<file path="config.mk">
export PLATFORM = sky130hd
export DESIGN_NAME = len_merge_top
export DESIGN_NICKNAME = d
export VERILOG_FILES = /design/src/rtl/len_merge_pkg.sv /design/src/rtl/len_esc_merge.sv /design/src/rtl/len_final_merge.sv /design/src/rtl/len_onehot_guard.sv /design/src/rtl/len_merge_top.sv
export SDC_FILE = /design/constraint.sdc
export NUM_CORES = 1
export LEC_CHECK = 0
export BUFFER_PORTS_ARGS = -buffer_cell sky130_fd_sc_hd__buf_2
export CORE_MARGIN = 3
export CORE_UTILIZATION = 49
export CTS_BUF_LIST = sky130_fd_sc_hd__clkbuf_8
export DETAILED_ROUTE_END_ITERATION = 10
export PLACE_DENSITY = 0.92
export SKIP_CTS_REPAIR_TIMING = 1
export SLEW_MARGIN = 15
export SYNTH_ARGS = -nofsm -noshare
export SYNTH_HDL_FRONTEND = slang
export SYNTH_SLANG_ARGS = --single-unit
</file>
<file path="constraint.sdc">
create_clock -name clk -period 4.6 [get_ports clk]
set_input_delay 1.38 -clock clk [delete_from_list [all_inputs] [get_ports clk]]
set_output_delay 1.38 -clock clk [all_outputs]
set_load 0.01 [all_outputs]
</file>
<file path="src/rtl/len_merge_pkg.sv">
// Package: class tables for the length merger.
// Each table lists the byte count that a one-hot class line stands for,
// in bit order of the matching input port. Tables are sorted ascending.
package len_merge_pkg;
    localparam int N_MRM  = 5;
    localparam int N_OP1W = 4;
    localparam int N_OP1N = 6;
    localparam int N_OP2W = 2;
    localparam int N_OP2N = 4;                 // last entry is the bypass class
    localparam int N_OP2M = N_OP2N - 1;        // classes through the first merge

    localparam int MRM_ADD  [N_MRM]  = '{0, 1, 2, 4, 5};
    localparam int OP1W_LEN [N_OP1W] = '{2, 3, 4, 6};
    localparam int OP1N_LEN [N_OP1N] = '{1, 2, 3, 4, 5, 7};
    localparam int OP2W_LEN [N_OP2W] = '{3, 4};
    localparam int OP2N_LEN [N_OP2N] = '{2, 3, 4, 6};

    localparam int FAST_LEN = OP2N_LEN[N_OP2N-1];
    localparam int MAX_LEN  = OP1W_LEN[N_OP1W-1] + MRM_ADD[N_MRM-1];
endpackage

</file>
<file path="src/rtl/len_esc_merge.sv">
// First merge stage: two-byte-opcode classes combined with their
// descriptor additions into intermediate length lines (bit k-1 = length k).
// Assumes one-hot inputs; the bypass class is not an input here.
module len_esc_merge
    import len_merge_pkg::*;
(
    input  logic [N_OP2W-1:0]  op2_wm,
    input  logic [N_OP2M-1:0]  op2_nm,
    input  logic [N_MRM-1:0]   mrm2,
    output logic [MAX_LEN-1:0] mid
);
    for (genvar k = 1; k <= MAX_LEN; k++) begin : g_mid
        logic hit;
        // OR of every product whose byte count sums to k
        always_comb begin
            hit = 1'b0;
            for (int i = 0; i < N_OP2W; i++)
                for (int j = 0; j < N_MRM; j++)
                    if (OP2W_LEN[i] + MRM_ADD[j] == k)
                        hit = hit | (op2_wm[i] & mrm2[j]);
            for (int i = 0; i < N_OP2M; i++)
                if (OP2N_LEN[i] == k)
                    hit = hit | op2_nm[i];
        end
        assign mid[k-1] = hit;
    end
endmodule

</file>
<file path="src/rtl/len_final_merge.sv">
// Second merge stage: one-byte-opcode products ORed with the escape-gated
// intermediate lines; the bypass class enters its line here directly.
// Assumes mid comes from len_esc_merge.
module len_final_merge
    import len_merge_pkg::*;
(
    input  logic [N_OP1W-1:0]  op1_wm,
    input  logic [N_OP1N-1:0]  op1_nm,
    input  logic               op1_esc,
    input  logic [N_MRM-1:0]   mrm1,
    input  logic [MAX_LEN-1:0] mid,
    input  logic               fast_cls,
    output logic [MAX_LEN-1:0] lines
);
    for (genvar k = 1; k <= MAX_LEN; k++) begin : g_line
        logic hit;
        // OR of one-byte products, escape path and bypass for length k
        always_comb begin
            hit = op1_esc & mid[k-1];
            for (int i = 0; i < N_OP1W; i++)
                for (int j = 0; j < N_MRM; j++)
                    if (OP1W_LEN[i] + MRM_ADD[j] == k)
                        hit = hit | (op1_wm[i] & mrm1[j]);
            for (int i = 0; i < N_OP1N; i++)
                if (OP1N_LEN[i] == k)
                    hit = hit | op1_nm[i];
            if (FAST_LEN == k)
                hit = hit | (op1_esc & fast_cls);
        end
        assign lines[k-1] = hit;
    end
endmodule

</file>
<file path="src/rtl/len_onehot_guard.sv">
// Checks that exactly one length line is active; otherwise flags
// fallback and clears the vector. Purely combinational.
module len_onehot_guard
    import len_merge_pkg::*;
(
    input  logic [MAX_LEN-1:0] lines,
    output logic [MAX_LEN-1:0] len,
    output logic               fallback
);
    logic single;

    // single is true when lines is non-zero with one bit set
    always_comb begin
        single   = (lines != '0) && ((lines & (lines - 1'b1)) == '0);
        fallback = !single;
        len      = single ? lines : '0;
    end
endmodule

</file>
<file path="src/rtl/len_merge_top.sv">
// Top of the one-hot length merger: two merge stages, a one-hot guard
// and one output register stage. Synchronous active-low reset.
// Assumes class inputs are one-hot per group when legal.
module len_merge_top
    import len_merge_pkg::*;
(
    input  logic               clk,
    input  logic               rst_n,
    input  logic               in_valid,
    input  logic [N_OP1W-1:0]  op1_wm,
    input  logic [N_OP1N-1:0]  op1_nm,
    input  logic               op1_esc,
    input  logic [N_OP2W-1:0]  op2_wm,
    input  logic [N_OP2N-1:0]  op2_nm,
    input  logic [N_MRM-1:0]   mrm1,
    input  logic [N_MRM-1:0]   mrm2,
    output logic               out_valid,
    output logic               out_fallback,
    output logic [MAX_LEN-1:0] out_len
);
    logic [MAX_LEN-1:0] mid;
    logic [MAX_LEN-1:0] lines;
    logic [MAX_LEN-1:0] len_c;
    logic               fb_c;

    len_esc_merge u_esc (
        .op2_wm (op2_wm),
        .op2_nm (op2_nm[N_OP2M-1:0]),
        .mrm2   (mrm2),
        .mid    (mid)
    );

    len_final_merge u_fin (
        .op1_wm   (op1_wm),
        .op1_nm   (op1_nm),
        .op1_esc  (op1_esc),
        .mrm1     (mrm1),
        .mid      (mid),
        .fast_cls (op2_nm[N_OP2N-1]),
        .lines    (lines)
    );

    len_onehot_guard u_grd (
        .lines    (lines),
        .len      (len_c),
        .fallback (fb_c)
    );

    // Output register: capture result on in_valid, zero otherwise
    always_ff @(posedge clk) begin
        if (!rst_n) begin
            out_valid    <= 1'b0;
            out_fallback <= 1'b0;
            out_len      <= '0;
        end else begin
            out_valid    <= in_valid;
            out_fallback <= in_valid & fb_c;
            out_len      <= in_valid ? len_c : '0;
        end
    end
endmodule

</file>
=== Word-level counts from Yosys, hierarchy flattened ===
Index checks and enable logic that the tools add are counted.

* Reductions and logical operators: 5
* Bitwise logic cells: 70
* Add/sub/neg operators: 1

{| class="wikitable"
|+ Operators with widths
! kind !! count
|-
| $and A1 B1 Y1 || 40
|-
| $or A1 B1 Y1 || 29
|-
| $and A11 B11 Y11 || 1
|-
| $logic_not A11 Y1 || 1
|-
| $reduce_bool A11 Y1 || 1
|-
| $sub A11 B1 Y11 const B || 1
|-
| $reduce_and A3 Y1 || 1
|-
| $logic_and A1 B1 Y1 || 1
|-
| $logic_not A1 Y1 || 1
|}

* Output and inout bits: 13
* Register bits after elaboration: 13
* Input port bits: 30

=== Logic depth before layout (Yosys ltp) ===
* Depth in word-level cells: 14
* Mapped depth: 8

=== Modules after synthesis ===
A second synthesis with hierarchy kept.

* Cells, all modules: 121
* Area, all modules: 998.5 µm²

{| class="wikitable"
|+ Modules (own cells, without submodules)
! module !! seq. area each (µm²) !! cells each !! area each (µm²) !! times used
|-
| len_merge_top || 260.2 || 28 || 365.4 || 1
|-
| len_onehot_guard || 0.0 || 39 || 247.7 || 1
|-
| len_final_merge || 0.0 || 35 || 240.2 || 1
|-
| len_esc_merge || 0.0 || 19 || 145.1 || 1
|}

=== Worst setup path before layout ===
OpenSTA, ideal clock, no wires.

* Kind: in2reg
* Start: in op1_wm[1]
* End: reg out_fallback
* Path buffers: 1
* Arrival: 2.801 ns
* Required time: 4.480 ns
* Setup slack: 1.679 ns
* Stages on the path: 7
* Library setup time: 0.120 ns
* Cell sequence: a221o_1 -> a21oi_2 -> nand2_1 -> maj3_2 -> o21a_1 -> buf_6 -> o31a_1

* Cells in the longest elaborated chain, start to end: 10

{| class="wikitable"
|+ Ends and longest elaborated chain
! what !! RTL line !! text
|-
| start, declared || len_merge_top.sv:10 || <nowiki>input logic [N_OP1W-1:0] op1_wm,</nowiki>
|-
| $and A1 B1 Y1 || len_final_merge.sv:23 || <nowiki>hit = hit | (op1_wm[i] & mrm1[j]);</nowiki>
|-
| $or A1 B1 Y1 (2 in series) || len_final_merge.sv:23 ||
|-
| $or A1 B1 Y1 (on tied branches) || len_final_merge.sv:26, len_final_merge.sv:23 ||
|-
| $sub A11 B1 Y11 || len_onehot_guard.sv:14 || <nowiki>single = (lines != '0) && ((lines & (lines - 1'b1)) == '0);</nowiki>
|-
| $and A11 B11 Y11 || len_onehot_guard.sv:14 ||
|-
| $logic_not A11 Y1 || len_onehot_guard.sv:14 ||
|-
| $logic_and A1 B1 Y1 (*) || len_onehot_guard.sv:14 ||
|-
| $logic_not A1 Y1 (*) || len_onehot_guard.sv:15 || <nowiki>fallback = !single;</nowiki>
|-
| $and A1 B1 Y1 (*) || len_merge_top.sv:57 || <nowiki>out_fallback <= in_valid & fb_c;</nowiki>
|-
| end signal, assigned || len_merge_top.sv:57 ||
|-
| end, declared || len_merge_top.sv:18 || <nowiki>output logic out_fallback,</nowiki>
|}

Every way passes the cells marked *; elsewhere a longest branch is shown, timed or not.
A chain may end at the register's enable or synchronous reset.

=== Worst setup path after layout ===
* Start: in op2_wm[0]
* End: reg out_fallback

* Cells in the longest elaborated chain, start to end: 14

{| class="wikitable"
|+ Ends and longest elaborated chain
! what !! RTL line !! text
|-
| start, declared || len_merge_top.sv:13 || <nowiki>input logic [N_OP2W-1:0] op2_wm,</nowiki>
|-
| $and A1 B1 Y1 || len_esc_merge.sv:20 || <nowiki>hit = hit | (op2_wm[i] & mrm2[j]);</nowiki>
|-
| $or A1 B1 Y1 || len_esc_merge.sv:20 ||
|-
| $or A1 B1 Y1 || len_esc_merge.sv:23 || <nowiki>hit = hit | op2_nm[i];</nowiki>
|-
| $and A1 B1 Y1 || len_final_merge.sv:19 || <nowiki>hit = op1_esc & mid[k-1];</nowiki>
|-
| $or A1 B1 Y1 (3 in series) || len_final_merge.sv:23 ||
|-
| $or A1 B1 Y1 || len_final_merge.sv:26 || <nowiki>hit = hit | op1_nm[i];</nowiki>
|-
| $sub A11 B1 Y11 || len_onehot_guard.sv:14 ||
|-
| $and A11 B11 Y11 || len_onehot_guard.sv:14 ||
|-
| $logic_not A11 Y1 || len_onehot_guard.sv:14 ||
|-
| $logic_and A1 B1 Y1 (*) || len_onehot_guard.sv:14 ||
|-
| $logic_not A1 Y1 (*) || len_onehot_guard.sv:15 ||
|-
| $and A1 B1 Y1 (*) || len_merge_top.sv:57 ||
|}

Marked as above.

==> results.ini <==
[synth]
synth_common_cells=dfxtp_1 (13), nand2_1 (12), nand3_1 (6), o21ai_0 (6)
synth_most_common_cell=dfxtp_1
synth.distinct_cells=33
seq_area_frac_synth_pct=32.0
synthTopCellsByArea=dfxtp_1 (32%), nor4_2 (7.7%), nand2_1 (5.5%)
synth-edff-count=0
synth.avg_cell_area_um2=8.85
synth_fp_nets=122
yosys_warnings=0
syn_inst=92
async_flop_share_pct=0
synth_area_um2=815
yosysTopAreaCell=dfxtp_1
synth_flop_cell=dfxtp_1
synth_top_area_share_pct=32.0
synth-seq-cells=13

[die]
die_h_um=46.8
core_region_area_mm2=0.00154
placement_rows=14
initial_core_util_pct=52.8
die_area_mm2=0.00219
io_pins=43
die_x_um=46.8

[sta]
worst_pin_slew_ns=0.621
max_freq_mhz=327
slew-limit-headroom_pct=58.5
maxSlewViolCount=0
fin_crit_sh_pct=66.4
finalSetupTns_ns=0
rsz0062_at_grt=false
setup-violations-final=0
fin_crit_ns=3.05
hold_viol=0

[worst_setup_path]
crit_arrival_ns=3.18
end_kind=flip-flop
cpPeakStageDelay_ns=0.38
cp-start-kind=input port
critPathMaxFanout=12
critPathTopFamily=compound AO/OA/AOI/OAI gates
crit_path_top_delay_cell=o31a_1
critPathKind=in2reg
cp_data_required_time_ns=4.72
cp_cell_sequence=buf_2, a221oi_1, o211a_1, nand4_1, o21ai_0, o211ai_2, o31a_1
path_buf_inv=1

[grt]
gr-usage-all-layers_pct=19.0
grt_pass1_vias=713
grt_max_degree=13
grt_remaining_overflow=0
antenna_found_initial=0
grt_pass1_wl_mm=3.00

[routing]
drt-pass1-iter-count=4
route.detailed.drc=0
ant_nets=0
vias=885
routedWlPerCell_um=12.8
via_per_inst=5.86
initialDrtViolationCount=27
wl_mm=1.93

[run]
max-cap-violations=0

[worst_hold_path]
hold_class=in2reg

[finish]
stdcell_area_mm2=0.00105
register_area_um2=260
drive_gt1_share_pct=43.7
nets=166
multiInputGateArea_um2=499
syn_to_final_growth_pct=29.3
final_util_pct=68.3
n_fill_cell=131
n_antenna_cell=0

[power_and_ir_drop]
power_density_mw_per_mm2=250
p_leak_nw=0.470
ir_worst_vdd_mv=0.115

[clock_tree]
ctsHtreeMaxLevel=1
cts_tree=done
clockBufferDepth=2
numCtsBuffers=3
clkSlewWorstSetupHoldPaths_ns=0.05
cts.sinks=13
clockRootBuffer=clkbuf_8

[place]
portBuffers=42
dp_hpwl_mm=1.55
place.gp.congestion=0.867
post_dp_cell_area_mm2=0.00101

[run_status]
status=finished, final reports clean

[power breakdown]
| part | switching (mW) | internal (mW) | leakage, nW | total (mW) |
|---|---|---|---|---|
| registers | 0.000178 | 0.114 | 0.105 | 0.114 |
| logic | 0.0329 | 0.0236 | 0.338 | 0.0565 |
| clock network | 0.0349 | 0.0584 | 0.0269 | 0.0933 |
[worst paths after layout]
kind | startpoint | end | cells after the start
min | op1_nm[0] | out_len[0] | 3
max | op2_wm[0] | out_fallback | 7
[flip-flops by register name (all words and copies together) (netlist names)]
signal	count
out_fallback	1
out_len	11
out_valid	1
[metal layers]
metal  wire, um  up-vias  GRT usage [%]
met3        181        4           2.68
met4         37        0           12.7
met1        818      387           23.6
li1           -      446              -
met2        893       48           30.4
met5          0        -              0
[worst min-delay path, delay by kind of cell]
family / cells / cell delay, ns
buf+inv: 1 / 0.12
simple gates: 2 / 0.11
[kinds of logic (layout without fill, tap and decap cells)]
kind of cell / Yosys count / in the layout / share of synthesized area (%)
simple gates: 39 / 39 / 29.3
compound gates: 31 / 31 / 29.5
flops: 13 / 13 / 32.0
buf+inv: 7 / 50 / 6.76
fa+ha+maj: 1 / 1 / 1.38
xor+xnor: 1 / 1 / 1.08
[cell type report]
class	count	share of cell area (%)
Clock buffer	3	3.92
Clock inverter	1	0.356
Inverter	3	1.07
Multi-Input combinational cell	72	47.4
Sequential cell	13	24.7
Tap cell	16	1.90
Timing Repair Buffer	43	20.7
[metrics by stage]
stage / hold slack (ns) / instances / worst slack [ns] / power (mW)
detailed placement: 1.66 / 147 / 1.31 / 0.172
global placement: 1.66 / 147 / 1.38 / 0.170
floorplan: 1.51 / 92 / 1.68 / 0.148
finish: 1.42 / 151 / 1.55 / 0.264
CTS: 1.41 / 151 / 1.55 / 0.267
global route: 1.41 / 151 / 1.31 / 0.278
[layout by cell type (no fill, tap or decap)]
master | synthesis | routed
a2111oi_0 | 1 | 1
a211oi_2 | 1 | 1
a21o_2 | 1 | 1
a21oi_1 | 5 | 5
a21oi_2 | 1 | 1
a221o_1 | 1 | 1
a221o_2 | 1 | 1
a221oi_1 | 3 | 3
a222oi_1 | 2 | 2
a22o_1 | 2 | 2
a22oi_1 | 2 | 2
and3_1 | 2 | 2
buf_2 | 0 | 42
buf_4 | 1 | 1
clkbuf_8 | 1 | 3
clkinv_1 | 1 | 1
dfxtp_1 | 13 | 13
inv_1 | 2 | 3
maj3_2 | 1 | 1
nand2_1 | 12 | 12
nand3_1 | 6 | 6
nand4_1 | 2 | 2
nor2_1 | 4 | 4
nor3_1 | 5 | 5
nor4_2 | 5 | 5
nor4b_2 | 2 | 2
o211a_1 | 1 | 1
o211ai_2 | 1 | 1
o21a_1 | 2 | 2
o21ai_0 | 6 | 6
o31a_1 | 1 | 1
or3_1 | 1 | 1
xor2_1 | 1 | 1
Note: power is estimated with default switching activity, not from simulation.
